==> src/rtl/hqi_pkg.sv <==
// Package: register map and hypervisor state bit positions for the queue
// pointer interrupt generator. The map places the pointer pairs first so that
// index bit 0 selects head or tail and the bits above it select the queue.
package hqi_pkg;
    localparam int NUM_Q    = 4;
    localparam int Q_CPU    = 0;
    localparam int Q_DEV    = 1;
    localparam int Q_RERR   = 2;
    localparam int Q_FATAL  = 3;
    localparam int HV_IDX   = 2 * NUM_Q;   // state word sits after the pairs
    localparam int HV_LVL0  = 0;           // request level-zero notification
    localparam int HV_PRIV  = 2;           // hyperprivileged mode
    localparam int HV_ID    = 11;          // implementation bit, always 1
endpackage

==> src/rtl/hqi_ptr_pair.sv <==
// Module: one head/tail pointer pair of a circular queue.
// Stores both pointers. When GEN_IRQ is set it flags "non-empty" while they
// differ; otherwise the flag is tied low. Assumes the tail index is the head
// index plus one.
module hqi_ptr_pair #(
    parameter int PTR_W    = 14,
    parameter int IDX_W    = 4,
    parameter int HEAD_IDX = 0,
    parameter bit GEN_IRQ  = 1'b1
) (
    input  logic             clk,
    input  logic             rst_n,
    input  logic             wr_en,
    input  logic [IDX_W-1:0] wr_idx,
    input  logic [PTR_W-1:0] wr_ptr,
    output logic [PTR_W-1:0] head_o,
    output logic [PTR_W-1:0] tail_o,
    output logic             irq_o
);
    localparam logic [IDX_W-1:0] H_IDX = IDX_W'(HEAD_IDX);
    localparam logic [IDX_W-1:0] T_IDX = IDX_W'(HEAD_IDX + 1);

    logic [PTR_W-1:0] head_q;
    logic [PTR_W-1:0] tail_q;

    // Capture head or tail on a write that addresses this pair.
    always_ff @(posedge clk) begin
        if (!rst_n) begin
            head_q <= '0;
            tail_q <= '0;
        end else if (wr_en) begin
            if (wr_idx == H_IDX) head_q <= wr_ptr;
            if (wr_idx == T_IDX) tail_q <= wr_ptr;
        end
    end

    assign head_o = head_q;
    assign tail_o = tail_q;

    generate
        if (GEN_IRQ) begin : g_irq
            // Non-empty flag follows the stored pointers.
            assign irq_o = (head_q != tail_q);


            head_match_clears_chk: assert property (@(posedge clk) disable iff (!rst_n)
                (wr_en && wr_idx == H_IDX && wr_ptr == tail_q) |=> !irq_o);

            tail_miss_raises_chk: assert property (@(posedge clk) disable iff (!rst_n)
                (wr_en && wr_idx == T_IDX && wr_ptr != head_q) |=> irq_o);
        end else begin : g_noirq
            // Storage-only queue: no interrupt.
            assign irq_o = 1'b0;
        end
    endgenerate


    reset_empty_chk: assert property (@(posedge clk)
        !rst_n |=> (head_q == '0 && tail_q == '0));
endmodule

==> src/rtl/hqi_hv_state.sv <==
// Module: hypervisor state word and trap-level-zero interrupt.
// A write forces the implementation ID bit high. The interrupt is combinational
// from the stored word and the live trap level. Assumes HV_W > HV_ID.
module hqi_hv_state
    import hqi_pkg::*;
#(
    parameter int HV_W  = 12,
    parameter int IDX_W = 4,
    parameter int TL_W  = 3
) (
    input  logic             clk,
    input  logic             rst_n,
    input  logic             wr_en,
    input  logic [IDX_W-1:0] wr_idx,
    input  logic [HV_W-1:0]  wr_val,
    input  logic [TL_W-1:0]  tl_i,
    output logic [HV_W-1:0]  hv_o,
    output logic             irq_lvl0_o
);
    localparam logic [IDX_W-1:0] MY_IDX  = IDX_W'(HV_IDX);
    localparam logic [HV_W-1:0]  ID_MASK = HV_W'(1) << HV_ID;

    logic [HV_W-1:0] hv_q;

    // Store the written word with the ID bit set.
    always_ff @(posedge clk) begin
        if (!rst_n)                           hv_q <= '0;
        else if (wr_en && wr_idx == MY_IDX)   hv_q <= wr_val | ID_MASK;
    end

    assign hv_o = hv_q;

    // Level-zero request, not in hyperprivileged mode, at trap level zero.
    always_comb begin
        irq_lvl0_o = hv_q[HV_LVL0] && !hv_q[HV_PRIV] && (tl_i == '0);
    end


    id_forced_chk: assert property (@(posedge clk) disable iff (!rst_n)
        (wr_en && wr_idx == MY_IDX) |=> hv_o[HV_ID]);

    lvl0_at_tl0_chk: assert property (@(posedge clk) disable iff (!rst_n)
        (tl_i != '0) |-> !irq_lvl0_o);
endmodule

==> src/rtl/hqi_rd_mux.sv <==
// Module: combinational read selector over the pointer pairs and state word.
// Index bit 0 picks head/tail and the bits above pick the queue. Unmapped
// indices read zero. Assumes DATA_W >= PTR_W and DATA_W >= HV_W.
module hqi_rd_mux
    import hqi_pkg::*;
#(
    parameter int PTR_W  = 14,
    parameter int HV_W   = 12,
    parameter int IDX_W  = 4,
    parameter int DATA_W = 64
) (
    input  logic [IDX_W-1:0]             rd_idx,
    input  logic [NUM_Q-1:0][PTR_W-1:0]  heads,
    input  logic [NUM_Q-1:0][PTR_W-1:0]  tails,
    input  logic [HV_W-1:0]              hv,
    output logic [DATA_W-1:0]            rd_data
);
    localparam int QS_W = $clog2(NUM_Q);

    logic [QS_W-1:0] q_sel;
    assign q_sel = rd_idx[QS_W:1];

    // Select the addressed register, zero-extended.
    always_comb begin
        rd_data = '0;
        if (rd_idx < IDX_W'(2 * NUM_Q)) begin
            rd_data = DATA_W'(rd_idx[0] ? tails[q_sel] : heads[q_sel]);
        end else if (rd_idx == IDX_W'(HV_IDX)) begin
            rd_data = DATA_W'(hv);
        end
    end


    always_comb begin
        if (rd_idx > IDX_W'(HV_IDX)) begin
            unmapped_zero_chk: assert (rd_data == '0);
        end
    end
endmodule

==> src/rtl/hqi_irq_gen.sv <==
// Module: queue pointer interrupt generator, top level.
// Four pointer pairs (the last one without interrupt), a hypervisor state
// word, and an indexed write/read port. Assumes PTR_W >= HV_W and
// DATA_W >= PTR_W.
module hqi_irq_gen
    import hqi_pkg::*;
#(
    parameter int PTR_W  = 14,
    parameter int HV_W   = 12,
    parameter int IDX_W  = 4,
    parameter int DATA_W = 64,
    parameter int TL_W   = 3
) (
    input  logic              clk,
    input  logic              rst_n,
    input  logic              wr_en,
    input  logic [IDX_W-1:0]  wr_idx,
    input  logic [DATA_W-1:0] wr_data,
    input  logic [IDX_W-1:0]  rd_idx,
    output logic [DATA_W-1:0] rd_data,
    input  logic [TL_W-1:0]   tl_i,
    output logic              irq_cpu_q,
    output logic              irq_dev_q,
    output logic              irq_rerr_q,
    output logic              irq_lvl0
);
    logic [NUM_Q-1:0][PTR_W-1:0] heads;
    logic [NUM_Q-1:0][PTR_W-1:0] tails;
    logic [NUM_Q-1:0]            irq_vec;
    logic [HV_W-1:0]             hv;
    logic                        unused_bits;

    // Bits no register stores.
    assign unused_bits = ^{wr_data[DATA_W-1:PTR_W], irq_vec[Q_FATAL]};

    generate
        for (genvar q = 0; q < NUM_Q; q++) begin : g_pair
            hqi_ptr_pair #(
                .PTR_W   (PTR_W),
                .IDX_W   (IDX_W),
                .HEAD_IDX(2 * q),
                .GEN_IRQ (q != Q_FATAL)
            ) u_pair (
                .clk   (clk),
                .rst_n (rst_n),
                .wr_en (wr_en),
                .wr_idx(wr_idx),
                .wr_ptr(wr_data[PTR_W-1:0]),
                .head_o(heads[q]),
                .tail_o(tails[q]),
                .irq_o (irq_vec[q])
            );
        end
    endgenerate

    hqi_hv_state #(
        .HV_W (HV_W),
        .IDX_W(IDX_W),
        .TL_W (TL_W)
    ) u_hv (
        .clk       (clk),
        .rst_n     (rst_n),
        .wr_en     (wr_en),
        .wr_idx    (wr_idx),
        .wr_val    (wr_data[HV_W-1:0]),
        .tl_i      (tl_i),
        .hv_o      (hv),
        .irq_lvl0_o(irq_lvl0)
    );

    hqi_rd_mux #(
        .PTR_W (PTR_W),
        .HV_W  (HV_W),
        .IDX_W (IDX_W),
        .DATA_W(DATA_W)
    ) u_rd (
        .rd_idx (rd_idx),
        .heads  (heads),
        .tails  (tails),
        .hv     (hv),
        .rd_data(rd_data)
    );

    assign irq_cpu_q  = irq_vec[Q_CPU];
    assign irq_dev_q  = irq_vec[Q_DEV];
    assign irq_rerr_q = irq_vec[Q_RERR];


    unmapped_write_quiet_chk: assert property (@(posedge clk) disable iff (!rst_n)
        (wr_en && wr_idx > IDX_W'(HV_IDX)) |=> $stable({irq_cpu_q, irq_dev_q, irq_rerr_q}));

    fatal_write_quiet_chk: assert property (@(posedge clk) disable iff (!rst_n)
        (wr_en && (wr_idx == IDX_W'(6) || wr_idx == IDX_W'(7)))
        |=> $stable({irq_cpu_q, irq_dev_q, irq_rerr_q}));
endmodule

==> config.mk <==
export PLATFORM = sky130hd
export DESIGN_NAME = hqi_irq_gen
export DESIGN_NICKNAME = d
export VERILOG_FILES = /design/src/rtl/hqi_pkg.sv /design/src/rtl/hqi_ptr_pair.sv /design/src/rtl/hqi_hv_state.sv /design/src/rtl/hqi_rd_mux.sv /design/src/rtl/hqi_irq_gen.sv
export SDC_FILE = /design/constraint.sdc
export NUM_CORES = 1
export LEC_CHECK = 0
export BUFFER_PORTS_ARGS = -buffer_cell sky130_fd_sc_hd__buf_2
export CORE_ASPECT_RATIO = 1.2
export CORE_UTILIZATION = 39
export CTS_CLUSTER_SIZE = 16
export DETAILED_ROUTE_END_ITERATION = 10
export PLACE_DENSITY_LB_ADDON = 0.25
export SLEW_MARGIN = 20
export SYNTH_ARGS = -nofsm -noshare
export SYNTH_HDL_FRONTEND = slang
export SYNTH_HIERARCHICAL = 1
export SYNTH_SLANG_ARGS = --single-unit
==> constraint.sdc <==
create_clock -name clk -period 1.3 [get_ports clk]
set_input_delay 0.26 -clock clk [delete_from_list [all_inputs] [get_ports clk]]
set_output_delay 0.26 -clock clk [all_outputs]
set_load 0.005 [all_outputs]
# Yosys cells after proc, flatten, opt, wreduce, memory -nomap -nowiden
# Index checks and enable logic that the tools add are counted.
# totals
input_bits	78
word_cells	44
out_inout_bits	68
rom_bits	0
mem_bits_rw	0
latchBits	0
memories	0
register_bits	124
# op_classes
n_div	0
multipliers	0
add_sub_neg	0
muxes	7
eq_ne	12
reduce_logical	14
n_shift	0
n_bitwise	0
magnitude_cmp	2
# op_table
cell	n
two-way mux 64 bit	1
binary-select mux 14 bit (select 2 bit)	2
two-way mux 14 bit	3
!= test 14 bit	3
equality test 4 x 3 -> 1 bit, second input constant	4
AND reduction 2 bit	8
two-way mux 12 bit	1
equality test 4 x 2 -> 1 bit, second input constant	2
equality test 4 bit, second input constant	2
equality test 4 x 1 -> 1 bit, second input constant	1
zero test 4 bit	1
< comparator 4 bit, second input constant	1
logical AND 1 bit	3
zero test 3 bit	1
< comparator 2 x 3 -> 1 bit, second input constant	1
zero test 1 bit	1

# Logic depth before layout (Yosys ltp)
# logic_depth
depth_word	4
depth_mapped	6
mapped_depth_nobuf	4

# By module
# Netlist, hierarchy kept.
# by_module_without_submodules
module	area_per_inst_um2	instances	cells_per_inst	seq_area_each_um2
hqi_ptr_pair at g_pair[1].u_pair ...	1281.2	2	148	560.5
hqi_rd_mux	1448.9	1	170	0.0
hqi_ptr_pair at g_pair[0].u_pair	1285.0	1	147	560.5
hqi_ptr_pair at g_pair[3].u_pair	1107.3	1	112	560.5
hqi_hv_state	496.7	1	54	240.2

# Least setup slack after synthesis
# OpenSTA, ideal clock, no wires.
# synth_path
kind	in2out
start	in rd_idx[2]
end	out rd_data[12]
stages	5
required_time_ps	1040
n_path_buf	2
slack_ps	-85
arrival_time_ps	1125
cell_sequence	buf_4 buf_2 mux4_2 mux2i_1 nor2_1
# synth_via
elab_chain_len	4
word_cells_on_any_way	7
classes_between	order compare (1); mux (6)
# synth_lines
element	line	source
from (decl)	hqi_irq_gen.sv:19	input logic [IDX_W-1:0] rd_idx,
binary-select mux 14 bit (select 2 bit)	hqi_rd_mux.sv:27	rd_data = DATA_W'(rd_idx[0] ? tails[q_sel] : heads[q_sel]);
two-way mux 14 bit (implied by the code)	hqi_rd_mux.sv:27	
two-way mux 14 bit	hqi_rd_mux.sv:27	
two-way mux 64 bit (*)	hqi_rd_mux.sv:26	if (rd_idx < IDX_W'(2 * NUM_Q)) begin
to (decl)	hqi_irq_gen.sv:20	output logic [DATA_W-1:0] rd_data,
# Every way passes the cells marked *; elsewhere a longest branch is shown, timed or not. The select of a mux whose other input is x is not followed.

# Worst setup path in the final report
# layout_path
start	reg g_pair[1].u_pair.head_q[9]
end	out rd_data[9]
# layout_via
elab_chain_len	4
# layout_lines
element	line	source
from (decl)	hqi_ptr_pair.sv:23	logic [PTR_W-1:0] head_q;
from (signal assigned)	hqi_ptr_pair.sv:32	if (wr_idx == H_IDX) head_q <= wr_ptr;
binary-select mux 14 bit (select 2 bit)	hqi_rd_mux.sv:27	
two-way mux 14 bit (implied by the code)	hqi_rd_mux.sv:27	
two-way mux 14 bit	hqi_rd_mux.sv:27	
two-way mux 64 bit	hqi_rd_mux.sv:26	
# No other way between the ends. The select of a mux whose other input is x is not followed.

==> impl_metrics.csv <==
group,metric,value,unit
outcome,outcome,"finished with violations",
outcome,failed_checks,"negative setup slack",
sta,worst_slack,-0.6774,ns
global_route,grt_pass1_vias,5719,
critical_path,cp_max_fo,2,
synth,syn_inst,777,
clocking,hold_buffers,0,
worst_hold_path,holdCritPathClass,"input pin to flip-flop",
global_route,grt_max_degree,42,
synth,ys_warn_count,6,
critical_path,crit_family,"flip-flops",
power,ir_worst_vdd,899.3,uV
sta,grt_setup_unrepaired,"yes",
placement,io_buffers,45,
layout,fin_util,50.48,%
clocking,insertion_delay,0.42,ns
clocking,cts_tree,"built",
synth,syn_avg_cell_area,8.866,um^2
power,p_leak,3.648,nW
critical_path,cp_slowest_cell,"dfxtp_1",
sta,fin_crit,1.977,ns
power,p_total,9.508,mW
detailed_routing,routed_wl,21440,um
sta,hold_violations,0,
global_route,grt_usage,24.77,%
critical_path,cp.arrival,1.72,ns
global_route,grt_overflow_total,0,
global_route,antenna_found_initial,1,
critical_path,start_kind,"flip-flop",
sta,maxSlewHeadroom,59.08,%
layout,drive_above_1_share,32.67,%
layout,syn_to_final_growth,24.92,%
critical_path,critPathRequiredTime,1.04,ns
floorplan,die_h,147.6,um
flow_run,drv_cap,0,
layout,fin_nets,968,
clocking,cts_buffers,17,
detailed_routing,drtIter0Drc,492,
sta,fin_crit_sh,152.1,%
critical_path,cp_cell_sequence,"buf_4, mux4_2, nor2_4, o31ai_2, buf_2",
global_route,use_met1,32.19,%
placement,dpl.hpwl,14580,um
detailed_routing,vias,6150,
clocking,clk_pin_slew,0.06,ns
sta,fmax,505.7,MHz
sta,holdWs,0.1564,ns
sta,skew,0,ns
sta,worst_slew_pin_slew,0.6130,ns
detailed_routing,post-route-drc-count,0,
clocking,htreeDepth,4,
critical_path,critPathCaptureType,"primary output",
clocking,cts_buffer_depth,2,
placement,gp_congestion,0.8487,
critical_path,critPathMaxStageDelay,0.35,ns
floorplan,fp.dieW,123.3,um
layout,fillers,1629,
global_route,top_usage_layer,"met2",
critical_path,path_buf_inv,2,
placement,pre_cts_ws,-0.5642,ns
sta,setup_violations,18,
clocking,clkSinkCount,124,
detailed_routing,ant_nets,0,
detailed_routing,routed_via_density,5.491,
floorplan,fp-row-count,52,
global_route,use_met2,39.50,%
critical_path,critPathKind,"flip-flop to primary output",
global_route,grt_first_pass_wirelength,33440,um
detailed_routing,first_pass_iters,6,
synth,syn_area,6889,um^2
floorplan,dieArea,18200,um^2
floorplan,start_util,40.41,%
power,p_per_area,1105,nW/um^2
floorplan,boundaryPins,146,
global_route,grtUsageMet3,4.398,%
sta,final_max_slew_viol_count,0,
clocking,cts_root_buffer,"clkbuf_16",
floorplan,core_area,17050,um^2
detailed_routing,avgRoutedWirePerCell,19.14,um
[repair_timing]
item / CTS / global route
gates cloned: 1 / 0
pin swaps: 24 / 22
resized for setup: 64 / 28
setup buffers: 2 / 3
endpoints found under the setup margin: 18 / 18
[through the flow]
stage / instance area [um^2] / instances / setup TNS (ns)
after floorplan: 7147 / 826 / -0.9119
after global placement: 7706 / 1081 / -16.13
after detailed placement: 7706 / 1081 / -16.93
after CTS: 8488 / 1116 / -9.595
after global routing: 8606 / 1120 / -10.36
final: 8606 / 1120 / -9.272
[registers in the layout, summed over array words and instances, names as in the netlist]
name / count
u_hv/hv_o: 12
g_pair.u_pair/tail_o: 56
g_pair.u_pair/head_o: 56
[final cells by class]
class	instances	area, um^2	area share (%)
flip-flops and latches	124	2539	29.50
diodes	1	2.502	0.02908
multi-input cells	586	3879	45.07
repair buffers	154	1325	15.40
clock buffers	21	470.5	5.467
clock inverters	11	93.84	1.090
well taps	216	270.3	3.140
inverters	7	26.28	0.3053
[per-layer routing]
layer	routed length [um]	vias up	part of all wire (%)
met3	1182	46	5.5
met5	0	-	0
met2	10300	272	48
met1	9277	2943	43
li1	-	2889	-
met4	680	0	3.2
[cells in the final DEF, fill, tap and decap left out, types with 6 or more instances in the layout]
master	count
mux2i_1	58
buf_6	19
o21ai_0	58
a21oi_1	84
mux2_2	9
xor2_1	40
buf_2	44
conb_1	50
nor2_1	10
o22ai_1	13
nand2_1	79
dfxtp_1	81
nand3_1	84
nor2_2	6
dfxtp_2	42
mux4_2	11
o21ai_1	26
clkbuf_16	17
buf_4	75
buf_12	15
[power breakdown]
| part | switching (mW) | total, mW | internal (mW) |
|---|---|---|---|
| clock network | 1.76 | 4.52 | 2.76 |
| logic | 0.669 | 1.10 | 0.427 |
| registers | 0.0388 | 3.89 | 3.85 |
[worst register-to-register path, delay by kind of cell (launching register included)]
kind / cells / cell delay (ns)
flip-flops: 1 / 0.32
buffers and inverters: 2 / 0.23
AO/OA/AOI/OAI: 2 / 0.14
[worst paths after layout]
kind                              startpoint  cells after the start  slack [ns]                    endpoint
setup / recovery  g_pair[1].u_pair/head_o[9]                      5       -0.68                  rd_data[9]
hold / removal                    wr_data[1]                      3        0.16  g_pair[0].u_pair/head_o[1]
setup reg to reg  g_pair[0].u_pair/head_o[8]                      4        0.46  g_pair[0].u_pair/head_o[8]
hold reg to reg                 u_hv/hv_o[1]                      2        0.46                u_hv/hv_o[1]
Power figures use the tool's default switching activity.
